--- config.mk ---
export PLATFORM = sky130hd
export DESIGN_NAME = split_fetch_mhu
export DESIGN_NICKNAME = d
export VERILOG_FILES = /design/src/rtl/sfm_pkg.sv /design/src/rtl/sfm_first_set.sv /design/src/rtl/sfm_entry.sv /design/src/rtl/split_fetch_mhu.sv
export SDC_FILE = /design/constraint.sdc
export NUM_CORES = 1
export LEC_CHECK = 0
export BUFFER_PORTS_ARGS = -buffer_cell sky130_fd_sc_hd__buf_4
export CORE_MARGIN = 10
export CORE_UTILIZATION = 56
export DETAILED_ROUTE_END_ITERATION = 10
export PLACE_DENSITY = 0.78
export SYNTH_ARGS = -nofsm -noshare
export SYNTH_HDL_FRONTEND = slang
export SYNTH_HIERARCHICAL = 1
export SYNTH_SLANG_ARGS = --single-unit
--- constraint.sdc ---
create_clock -name clk -period 6.8 [get_ports clk]
set_input_delay 0.68 -clock clk [delete_from_list [all_inputs] [get_ports clk]]
set_output_delay 0.68 -clock clk [all_outputs]
set_load 0.005 [all_outputs]
--- src/rtl/sfm_pkg.sv ---
// Package: shared helpers for the split-fetch miss handling unit.
// Assumes even parity over one word plus one parity bit.
package sfm_pkg;

    // Selects where a forwarded word comes from.
    typedef enum logic [1:0] {
        FWD_NONE  = 2'd0,
        FWD_EARLY = 2'd1,
        FWD_LATE  = 2'd2
    } fwd_src_e;

    // True when data and parity together hold an even count of ones.
    function automatic logic par_clean(input logic [7:0] d, input logic p);
        return ~(^{d, p});
    endfunction

endpackage

--- src/rtl/sfm_first_set.sv ---
// Module: finds the lowest set bit of a request vector.
// Assumes N >= 2; idx is don't-care when any is low.
module sfm_first_set #(
    parameter int N   = 4,
    parameter int IDW = $clog2(N)
) (
    input  logic [N-1:0]   vec,
    output logic           any,
    output logic [IDW-1:0] idx
);
    // Scan from the top so the lowest set bit wins.
    always_comb begin
        idx = '0;
        for (int i = N - 1; i >= 0; i--) begin
            if (vec[i]) idx = IDW'(i);
        end
        any = |vec;
    end
endmodule

--- src/rtl/sfm_entry.sv ---
// Module: one miss tracking entry. It holds the line address, critical word
// index, fast/slow done flags, a forwarded flag and the line buffer.
// Assumes alloc and release are never high together for this entry.
module sfm_entry
    import sfm_pkg::*;
#(
    parameter int ADDR_W = 16,
    parameter int WORD_W = 8,
    parameter int WORDS  = 8,
    parameter int ECC_W  = 8,
    parameter int WIDX_W = $clog2(WORDS),
    parameter int LINE_W = WORD_W * WORDS
) (
    input  logic                     clk,
    input  logic                     rst_n,
    input  logic                     alloc_i,
    input  logic [ADDR_W-1:0]        alloc_addr_i,
    input  logic [WIDX_W-1:0]        alloc_widx_i,
    input  logic                     fast_hit_i,
    input  logic [WORD_W-1:0]        fast_data_i,
    input  logic                     fast_par_i,
    input  logic                     slow_hit_i,
    input  logic [LINE_W-WORD_W-1:0] slow_data_i,
    input  logic [ECC_W-1:0]         slow_ecc_i,
    input  logic                     late_fwd_i,
    input  logic                     release_i,
    output logic                     valid_o,
    output logic [ADDR_W-1:0]        addr_o,
    output logic [WIDX_W-1:0]        widx_o,
    output logic                     fast_done_o,
    output logic                     slow_done_o,
    output logic                     fwded_o,
    output logic                     early_o,
    output logic [LINE_W-1:0]        line_o,
    output logic [ECC_W-1:0]         ecc_o
);
    // A clean word 0 that is the critical word goes out on arrival.
    always_comb begin
        early_o = valid_o && fast_hit_i && (widx_o == '0)
                  && par_clean(fast_data_i, fast_par_i);
    end

    // Control state: occupancy, done flags and forwarded flag.
    always_ff @(posedge clk) begin
        if (!rst_n) begin
            valid_o     <= 1'b0;
            fast_done_o <= 1'b0;
            slow_done_o <= 1'b0;
            fwded_o     <= 1'b0;
            addr_o      <= '0;
            widx_o      <= '0;
        end else if (alloc_i) begin
            valid_o     <= 1'b1;
            fast_done_o <= 1'b0;
            slow_done_o <= 1'b0;
            fwded_o     <= 1'b0;
            addr_o      <= alloc_addr_i;
            widx_o      <= alloc_widx_i;
        end else begin
            if (release_i)  valid_o     <= 1'b0;
            if (fast_hit_i) fast_done_o <= 1'b1;
            if (slow_hit_i) slow_done_o <= 1'b1;
            if (early_o || late_fwd_i) fwded_o <= 1'b1;
        end
    end

    // Line buffer: word 0 from the fast path, the rest and the code from the slow path.
    always_ff @(posedge clk) begin
        if (fast_hit_i) line_o[WORD_W-1:0] <= fast_data_i;
        if (slow_hit_i) begin
            line_o[LINE_W-1:WORD_W] <= slow_data_i;
            ecc_o                   <= slow_ecc_i;
        end
    end
endmodule

--- src/rtl/split_fetch_mhu.sv ---
// Module: split-fetch miss handling unit (top). It allocates entries, sends
// one request to each memory, forwards the critical word early or after
// correction, and offers the corrected line as a fill.
// Assumes the return ids name live entries and the check/correct stage is combinational.
module split_fetch_mhu
    import sfm_pkg::*;
#(
    parameter int LINE_ADDR_W = 16,
    parameter int WORD_W      = 8,
    parameter int LINE_WORDS  = 8,
    parameter int ECC_W       = 8,
    parameter int ENTRIES     = 4,
    localparam int ID_W       = $clog2(ENTRIES),
    localparam int WIDX_W     = $clog2(LINE_WORDS),
    localparam int LINE_W     = WORD_W * LINE_WORDS,
    localparam int SLOW_W     = LINE_W - WORD_W
) (
    input  logic                   clk,
    input  logic                   rst_n,
    input  logic                   req_valid,
    output logic                   req_ready,
    input  logic [LINE_ADDR_W-1:0] req_line,
    input  logic [WIDX_W-1:0]      req_word,
    output logic                   fast_req_valid,
    output logic                   slow_req_valid,
    output logic [ID_W-1:0]        mem_req_id,
    output logic [LINE_ADDR_W-1:0] mem_req_line,
    input  logic                   fast_rsp_valid,
    input  logic [ID_W-1:0]        fast_rsp_id,
    input  logic [WORD_W-1:0]      fast_rsp_data,
    input  logic                   fast_rsp_par,
    input  logic                   slow_rsp_valid,
    input  logic [ID_W-1:0]        slow_rsp_id,
    input  logic [SLOW_W-1:0]      slow_rsp_data,
    input  logic [ECC_W-1:0]       slow_rsp_ecc,
    output logic [LINE_W-1:0]      ecc_chk_line,
    output logic [ECC_W-1:0]       ecc_chk_code,
    input  logic [LINE_W-1:0]      ecc_fix_line,
    input  logic                   ecc_uncorr,
    output logic                   fwd_valid,
    output logic [LINE_ADDR_W-1:0] fwd_line,
    output logic [WIDX_W-1:0]      fwd_word,
    output logic [WORD_W-1:0]      fwd_data,
    output logic                   fwd_err,
    output logic                   fill_valid,
    input  logic                   fill_ready,
    output logic [LINE_ADDR_W-1:0] fill_line_addr,
    output logic [LINE_W-1:0]      fill_data,
    output logic                   fill_err
);
    logic [ENTRIES-1:0] ent_valid, ent_fdone, ent_sdone, ent_fwded, ent_early;
    logic [ENTRIES-1:0] ent_alloc, ent_late, ent_rel, match_vec, cmpl_vec;
    logic [LINE_ADDR_W-1:0] ent_addr [ENTRIES];
    logic [WIDX_W-1:0]      ent_widx [ENTRIES];
    logic [LINE_W-1:0]      ent_line [ENTRIES];
    logic [ECC_W-1:0]       ent_ecc  [ENTRIES];

    logic            free_any, cmpl_any, accept, is_new, early_any, hold_q;
    logic [ID_W-1:0] free_idx, cmpl_idx, sel_idx, hold_idx;
    logic            fill_fire;
    fwd_src_e        fwd_src;

    // Pick the lowest free entry for a new miss.
    sfm_first_set #(.N(ENTRIES), .IDW(ID_W)) u_free (
        .vec(~ent_valid), .any(free_any), .idx(free_idx));

    // Pick the lowest entry that holds a complete line.
    sfm_first_set #(.N(ENTRIES), .IDW(ID_W)) u_cmpl (
        .vec(cmpl_vec), .any(cmpl_any), .idx(cmpl_idx));

    // One tracking entry per slot.
    for (genvar g = 0; g < ENTRIES; g++) begin : g_ent
        sfm_entry #(.ADDR_W(LINE_ADDR_W), .WORD_W(WORD_W), .WORDS(LINE_WORDS),
                    .ECC_W(ECC_W)) u_ent (
            .clk(clk), .rst_n(rst_n),
            .alloc_i(ent_alloc[g]), .alloc_addr_i(req_line), .alloc_widx_i(req_word),
            .fast_hit_i(fast_rsp_valid && fast_rsp_id == ID_W'(g)),
            .fast_data_i(fast_rsp_data), .fast_par_i(fast_rsp_par),
            .slow_hit_i(slow_rsp_valid && slow_rsp_id == ID_W'(g)),
            .slow_data_i(slow_rsp_data), .slow_ecc_i(slow_rsp_ecc),
            .late_fwd_i(ent_late[g]), .release_i(ent_rel[g]),
            .valid_o(ent_valid[g]), .addr_o(ent_addr[g]), .widx_o(ent_widx[g]),
            .fast_done_o(ent_fdone[g]), .slow_done_o(ent_sdone[g]),
            .fwded_o(ent_fwded[g]), .early_o(ent_early[g]),
            .line_o(ent_line[g]), .ecc_o(ent_ecc[g]));
    end

    // Request side: line match (ignoring the entry that leaves now) and allocation.
    always_comb begin
        for (int i = 0; i < ENTRIES; i++) begin
            match_vec[i] = ent_valid[i] && !ent_rel[i] && (ent_addr[i] == req_line);
            cmpl_vec[i]  = ent_valid[i] && ent_fdone[i] && ent_sdone[i];
        end
        req_ready = free_any;
        accept    = req_valid && req_ready;
        is_new    = accept && !(|match_vec);
        ent_alloc = is_new ? (ENTRIES'(1) << free_idx) : '0;
    end

    // Completion side: locked selection, codec hookup, forward choice, fill.
    always_comb begin
        sel_idx        = hold_q ? hold_idx : cmpl_idx;
        ecc_chk_line   = ent_line[sel_idx];
        ecc_chk_code   = ent_ecc[sel_idx];
        early_any      = |ent_early;
        fill_valid     = (hold_q || cmpl_any) && ent_fwded[sel_idx];
        fill_line_addr = ent_addr[sel_idx];
        fill_data      = ecc_fix_line;
        fill_err       = ecc_uncorr;
        fill_fire      = fill_valid && fill_ready;
        ent_rel        = fill_fire ? (ENTRIES'(1) << sel_idx) : '0;
        if (early_any)
            fwd_src = FWD_EARLY;
        else if (cmpl_any && !hold_q && !ent_fwded[sel_idx])
            fwd_src = FWD_LATE;
        else
            fwd_src = FWD_NONE;
        ent_late = (fwd_src == FWD_LATE) ? (ENTRIES'(1) << sel_idx) : '0;
    end

    // Keep the offered fill fixed until the cache takes it.
    always_ff @(posedge clk) begin
        if (!rst_n) begin
            hold_q   <= 1'b0;
            hold_idx <= '0;
        end else begin
            hold_q   <= fill_valid && !fill_ready;
            hold_idx <= sel_idx;
        end
    end

    // Memory requests: one pulse to each path per new miss.
    always_ff @(posedge clk) begin
        if (!rst_n) begin
            fast_req_valid <= 1'b0;
            slow_req_valid <= 1'b0;
            mem_req_id     <= '0;
            mem_req_line   <= '0;
        end else begin
            fast_req_valid <= is_new;
            slow_req_valid <= is_new;
            if (is_new) begin
                mem_req_id   <= free_idx;
                mem_req_line <= req_line;
            end
        end
    end

    // Forward register: early raw word or late corrected word.
    always_ff @(posedge clk) begin
        if (!rst_n) begin
            fwd_valid <= 1'b0;
            fwd_line  <= '0;
            fwd_word  <= '0;
            fwd_data  <= '0;
            fwd_err   <= 1'b0;
        end else begin
            fwd_valid <= (fwd_src != FWD_NONE);
            if (fwd_src == FWD_EARLY) begin
                fwd_line <= ent_addr[fast_rsp_id];
                fwd_word <= '0;
                fwd_data <= fast_rsp_data;
                fwd_err  <= 1'b0;
            end else if (fwd_src == FWD_LATE) begin
                fwd_line <= ent_addr[sel_idx];
                fwd_word <= ent_widx[sel_idx];
                fwd_data <= ecc_fix_line[ent_widx[sel_idx]*WORD_W +: WORD_W];
                fwd_err  <= ecc_uncorr;
            end
        end
    end
endmodule

==> results by stage <==
Final layout:
- The final cell count without fillers is 2,107.
- At the end of the flow the core is filled with cells to 68.9%.
- The fraction of final layout cells with drive strength greater than 1 is 35.4%.
- The final layout net count is 1,780.
- The area growth from synthesis to final layout is 21.7%.

Setup path:
- The launch point of the worst reg-to-reg path is g_ent[2].u_ent/valid_o.
- The first element of the critical path is g_ent[2].u_ent/valid_o.
- The arrival time at the worst endpoint is 5.26 ns.
- The number of buffers and inverters on the critical path is 2.
- Data on the critical path is required at its endpoint by 7.23 ns.
- By startpoint and endpoint, the worst setup path is classified as register to register.
- The largest single stage delay on the critical path is 0.90 ns.
- The family with the most delay on the worst path is simple AND/OR/NAND/NOR gates.
- The worst setup path is launched from a register.
- The signal on the critical path passes through and3_1, nor2_1, nor3_1, inv_1, a31oi_1, and4_1, nand3b_2, a211o_1, nor3b_4, and3b_1, buf_4, mux2i_1, nor2b_1.
- The worst setup path is captured at a register.
- Along the worst path, the maximum fanout reaches 15.
- The slowest stage of the critical path belongs to the cell sky130_fd_sc_hd__and3b_1.

STA:
- Headroom to the max-slew limit came out at 21.9%.
- The highest clock rate is 0.207 GHz.
- Setup repair after global routing left no endpoint under its margin.
- The worst setup margin is 1.97 ns.
- Across the routed clock network, the largest skew measured is 0.0194 ns.
- For the pin with the worst max-slew slack, the measured transition is 1.17 ns.
- The number of max-slew violations in the final report is 0.
- The number of hold violations in the final report was 0.
- In the finished design, the share of the clock period the worst path needs comes to 71.0%.
- Setup violations remaining at the end of the flow were counted as 0.
- Summed over all failing endpoints, the final setup total negative slack is 0 ns.
- For the finished layout, the period the worst path requires is 4.83 ns.

Pwr:
- The total leakage power is 0.00887 uW.
- Power spread over the standard cell area amounts to 258 nW/um2.
- IR analysis of the VDD net gives a maximum drop of 0.199 mV.

Placement:
- In this run, placement finished with an instance count of 2,022.
- The pre-CTS setup slack is 2.05 ns.
- The final weighted congestion in routability-driven placement is 0.904.
- Summed over all nets, the half-perimeter wirelength after detailed placement is 35.5 mm.
- The number of input and output port buffers inserted is 370.

Yosys:
- The gate count after technology mapping is 1,328.
- The number of distinct library cells after synthesis is 60.
- For this run, the leading register cell type out of synthesis is sky130_fd_sc_hd__edfxtp_1.
- Synthesis produced a netlist with a net count of 1,495.
- The synthesized design contains 431 register bits.
- The cell area after technology mapping is 19,500 um2.
- In this run, synthesis inferred 288 flip-flops with an integrated enable.
- The proportion of synthesized chip area in sequential cells is 59.2%.
- The async set or reset register ratio after synthesis is 0%.
- The average instance in the mapped netlist occupies 14.7 um2.
- The Yosys step of the flow raised 6 warnings.

Outcome:
- The flow ran to the end, and the final reports show no timing, DRC or antenna violations.

CTS:
- The buffer type at the clock tree root is sky130_fd_sc_hd__clkbuf_16.
- For the worst-skew pair, the clock arrives at the later sink with an insertion delay of 0.55 ns.
- The number of buffers added for setup after CTS is 0.
- Buffers inserted to repair hold after CTS numbered 0.
- The maximum level of the CTS H-tree is 2.
- The number of gates resized after CTS was 0.
- The CTS clock-pin slew for the worst setup and hold paths is 0.06 ns.
- The clock drives 431 sinks.
- TritonCTS built the clock tree.
- The number of clock buffers added by TritonCTS is 44.
- No sink is reached through more buffers than the 3 on the longest clock path.

Global route:
- The initial antenna violation count is 4.
- The overflow left after global routing is 0.
- The via count of the first global-routing pass was 12,400.
- The maximum number of pins on one net before global-route repair is 87.
- The first global-routing pass estimated 76.7 mm of wire.
- The global routing usage summed across all routing layers is 23.4%.

Floorplan:
- The boundary pin count is 371.
- The die covers 42,600 um2.
- The initial utilization of the core area, before any placement, comes to 56.6%.
- The core box area is 34,400 um2.
- Measured along the y axis, the die boundary spans 206 um.
- In this run the core area contains 68 standard-cell rows.
- The die boundary width is 206 um.

Route:
- The detailed-route wire length per cell is 24.2 um.
- After detailed routing, the number of vias per cell comes to 5.76.
- The detailed router placed 12,100 vias in this run.
- The detailed router finished its first iteration with 997 violations.
- Once detail routing completed, the nets flagged for antenna violations numbered 0.
- The number of detailed-route iterations in the first pass is 5.
- The post-detailed-route DRC marker count is 0.
- The aggregate routed wire length is 51.0 mm.

Worst hold path:
- The startpoint of the most critical hold path is slow_rsp_data[24].
- The classification of the worst-slack hold path is input port to register.

Flow run:
- The number of max-cap violations is 0.
-- through the flow --
| step | power [uW] | area (um2) | hold slack, ns |
|---|---|---|---|
| CTS | 6160 | 23700 | 0.308 |
| finish | 6110 | 23700 | 0.327 |
| detailed placement | 3590 | 22100 | 0.448 |
| floorplan | 3320 | 19500 | 0.432 |
| global placement | 3570 | 22100 | 0.443 |
| global route | 6310 | 23700 | 0.308 |
-- registers in the layout, summed over array words and instances, names as in the netlist --
register / cells
g_ent.u_ent/addr_o: 64
slow_req_valid: 1
g_ent.u_ent/ecc_o: 32
fwd_word: 3
g_ent.u_ent/fast_done_o: 4
fwd_line: 16
g_ent.u_ent/valid_o: 4
mem_req_id: 2
mem_req_line: 16
g_ent.u_ent/fwded_o: 4
hold_q: 1
fwd_data: 8
g_ent.u_ent/widx_o: 12
fwd_err: 1
fwd_valid: 1
hold_idx: 2
g_ent.u_ent/line_o: 256
g_ent.u_ent/slow_done_o: 4
-- kinds of logic after synthesis --
group | Yosys count | synth area share (%)
compound gates | 78 | 2.98
xor+xnor | 88 | 4.55
buf+inv | 161 | 4.82
flops | 431 | 59.2
mux | 244 | 19.4
simple gates | 326 | 9.04
-- worst register-to-register path: stages (launching register included) --
cell and delay, ns:
sky130_fd_sc_hd__dfxtp_1 0.42, sky130_fd_sc_hd__and3_1 0.20, sky130_fd_sc_hd__nor2_1 0.06, sky130_fd_sc_hd__nor3_1 0.53, sky130_fd_sc_hd__inv_1 0.15, sky130_fd_sc_hd__a31oi_1 0.22
sky130_fd_sc_hd__and4_1 0.36, sky130_fd_sc_hd__nand3b_2 0.12, sky130_fd_sc_hd__a211o_1 0.30, sky130_fd_sc_hd__nor3b_4 0.82, sky130_fd_sc_hd__and3b_1 0.91, sky130_fd_sc_hd__buf_4 0.36
sky130_fd_sc_hd__mux2i_1 0.21, sky130_fd_sc_hd__nor2b_1 0.06
-- report_power, final --
part	leakage [uW]	internal [uW]	total, uW	switching [uW]
sequential	0.00381	2920	2970	49.1
clock	0.000770	1560	2580	1010
combinational	0.00430	291	569	278
total	0.00887	4770	6110	1340
-- cells in the mapped netlist, drive strengths merged (6+ instances only) --
master  number  area (um2)
o21ai       15        75.1
dfxtp      143        2860
mux2i      139        1430
a22oi       16         120
buf         99         706
nor3        28         160
nand2       87         327
nand2b       8        50.1
a221oi       8        70.1
nand4        6        37.5
clkbuf      51         191
xor2        51         447
a21oi        7        42.5
xnor2       29         254
mux4       104        2340
and3         9        56.3
nor2b       82         513
edfxtp     288        8650
inv         10        37.5
nor4        16         106
nor2        55         206
a311oi      17         149
-- layout make-up --
type / count / area [um2]
tap: 455 / 569
fill: 2387 / 10700
clock inverter: 25 / 377
multi-input combinational: 736 / 7040
timing repair buffer: 389 / 2930
inverter: 11 / 41.3
clock buffer: 56 / 1200
sequential: 431 / 11500
antenna: 4 / 10.0
-- final timing paths --
check | cells after the start | end | slack [ns]
max | 13 | g_ent[2].u_ent/addr_o[2] | 1.97
min | 1 | g_ent[0].u_ent/line_o[32] | 0.33
max reg2reg | 13 | g_ent[2].u_ent/addr_o[2] | 1.97
min reg2reg | 2 | mem_req_id[0] | 0.46
-- per-layer routing --
layer	vias to the layer above	routed length [um]	global-route usage (%)
li1	5505	-	-
met1	6149	20800	31.0
met2	413	25700	39.1
met3	61	3500	4.55
met4	2	938	5.47
met5	-	13	0
-- placed cells by master, fill, tap and decap left out, types with 5 or more instances in the layout --
cell type / n
sky130_fd_sc_hd__clkinv_2: 8
sky130_fd_sc_hd__nor2b_1: 82
sky130_fd_sc_hd__clkbuf_8: 5
sky130_fd_sc_hd__a21oi_1: 5
sky130_fd_sc_hd__clkbuf_1: 7
sky130_fd_sc_hd__nand3_1: 5
sky130_fd_sc_hd__a221oi_1: 8
sky130_fd_sc_hd__a311oi_1: 17
sky130_fd_sc_hd__clkbuf_16: 44
sky130_fd_sc_hd__nand4_1: 6
sky130_fd_sc_hd__nor3_1: 24
sky130_fd_sc_hd__clkinv_1: 6
sky130_fd_sc_hd__xor2_1: 51
sky130_fd_sc_hd__nor4b_1: 5
sky130_fd_sc_hd__dfxtp_1: 143
sky130_fd_sc_hd__nand2_1: 87
sky130_fd_sc_hd__edfxtp_1: 288
sky130_fd_sc_hd__buf_4: 388
sky130_fd_sc_hd__o21a_1: 5
sky130_fd_sc_hd__a22oi_1: 16
sky130_fd_sc_hd__inv_1: 10
sky130_fd_sc_hd__o21ai_1: 6
sky130_fd_sc_hd__nor2_1: 54
sky130_fd_sc_hd__bufinv_16: 8
sky130_fd_sc_hd__o21ai_0: 8
sky130_fd_sc_hd__mux4_2: 104
sky130_fd_sc_hd__xnor2_1: 29
sky130_fd_sc_hd__nor4_1: 14
sky130_fd_sc_hd__nand2b_1: 8
sky130_fd_sc_hd__mux2i_1: 136
sky130_fd_sc_hd__and3_1: 8
(Power assumes the default switching activity.)
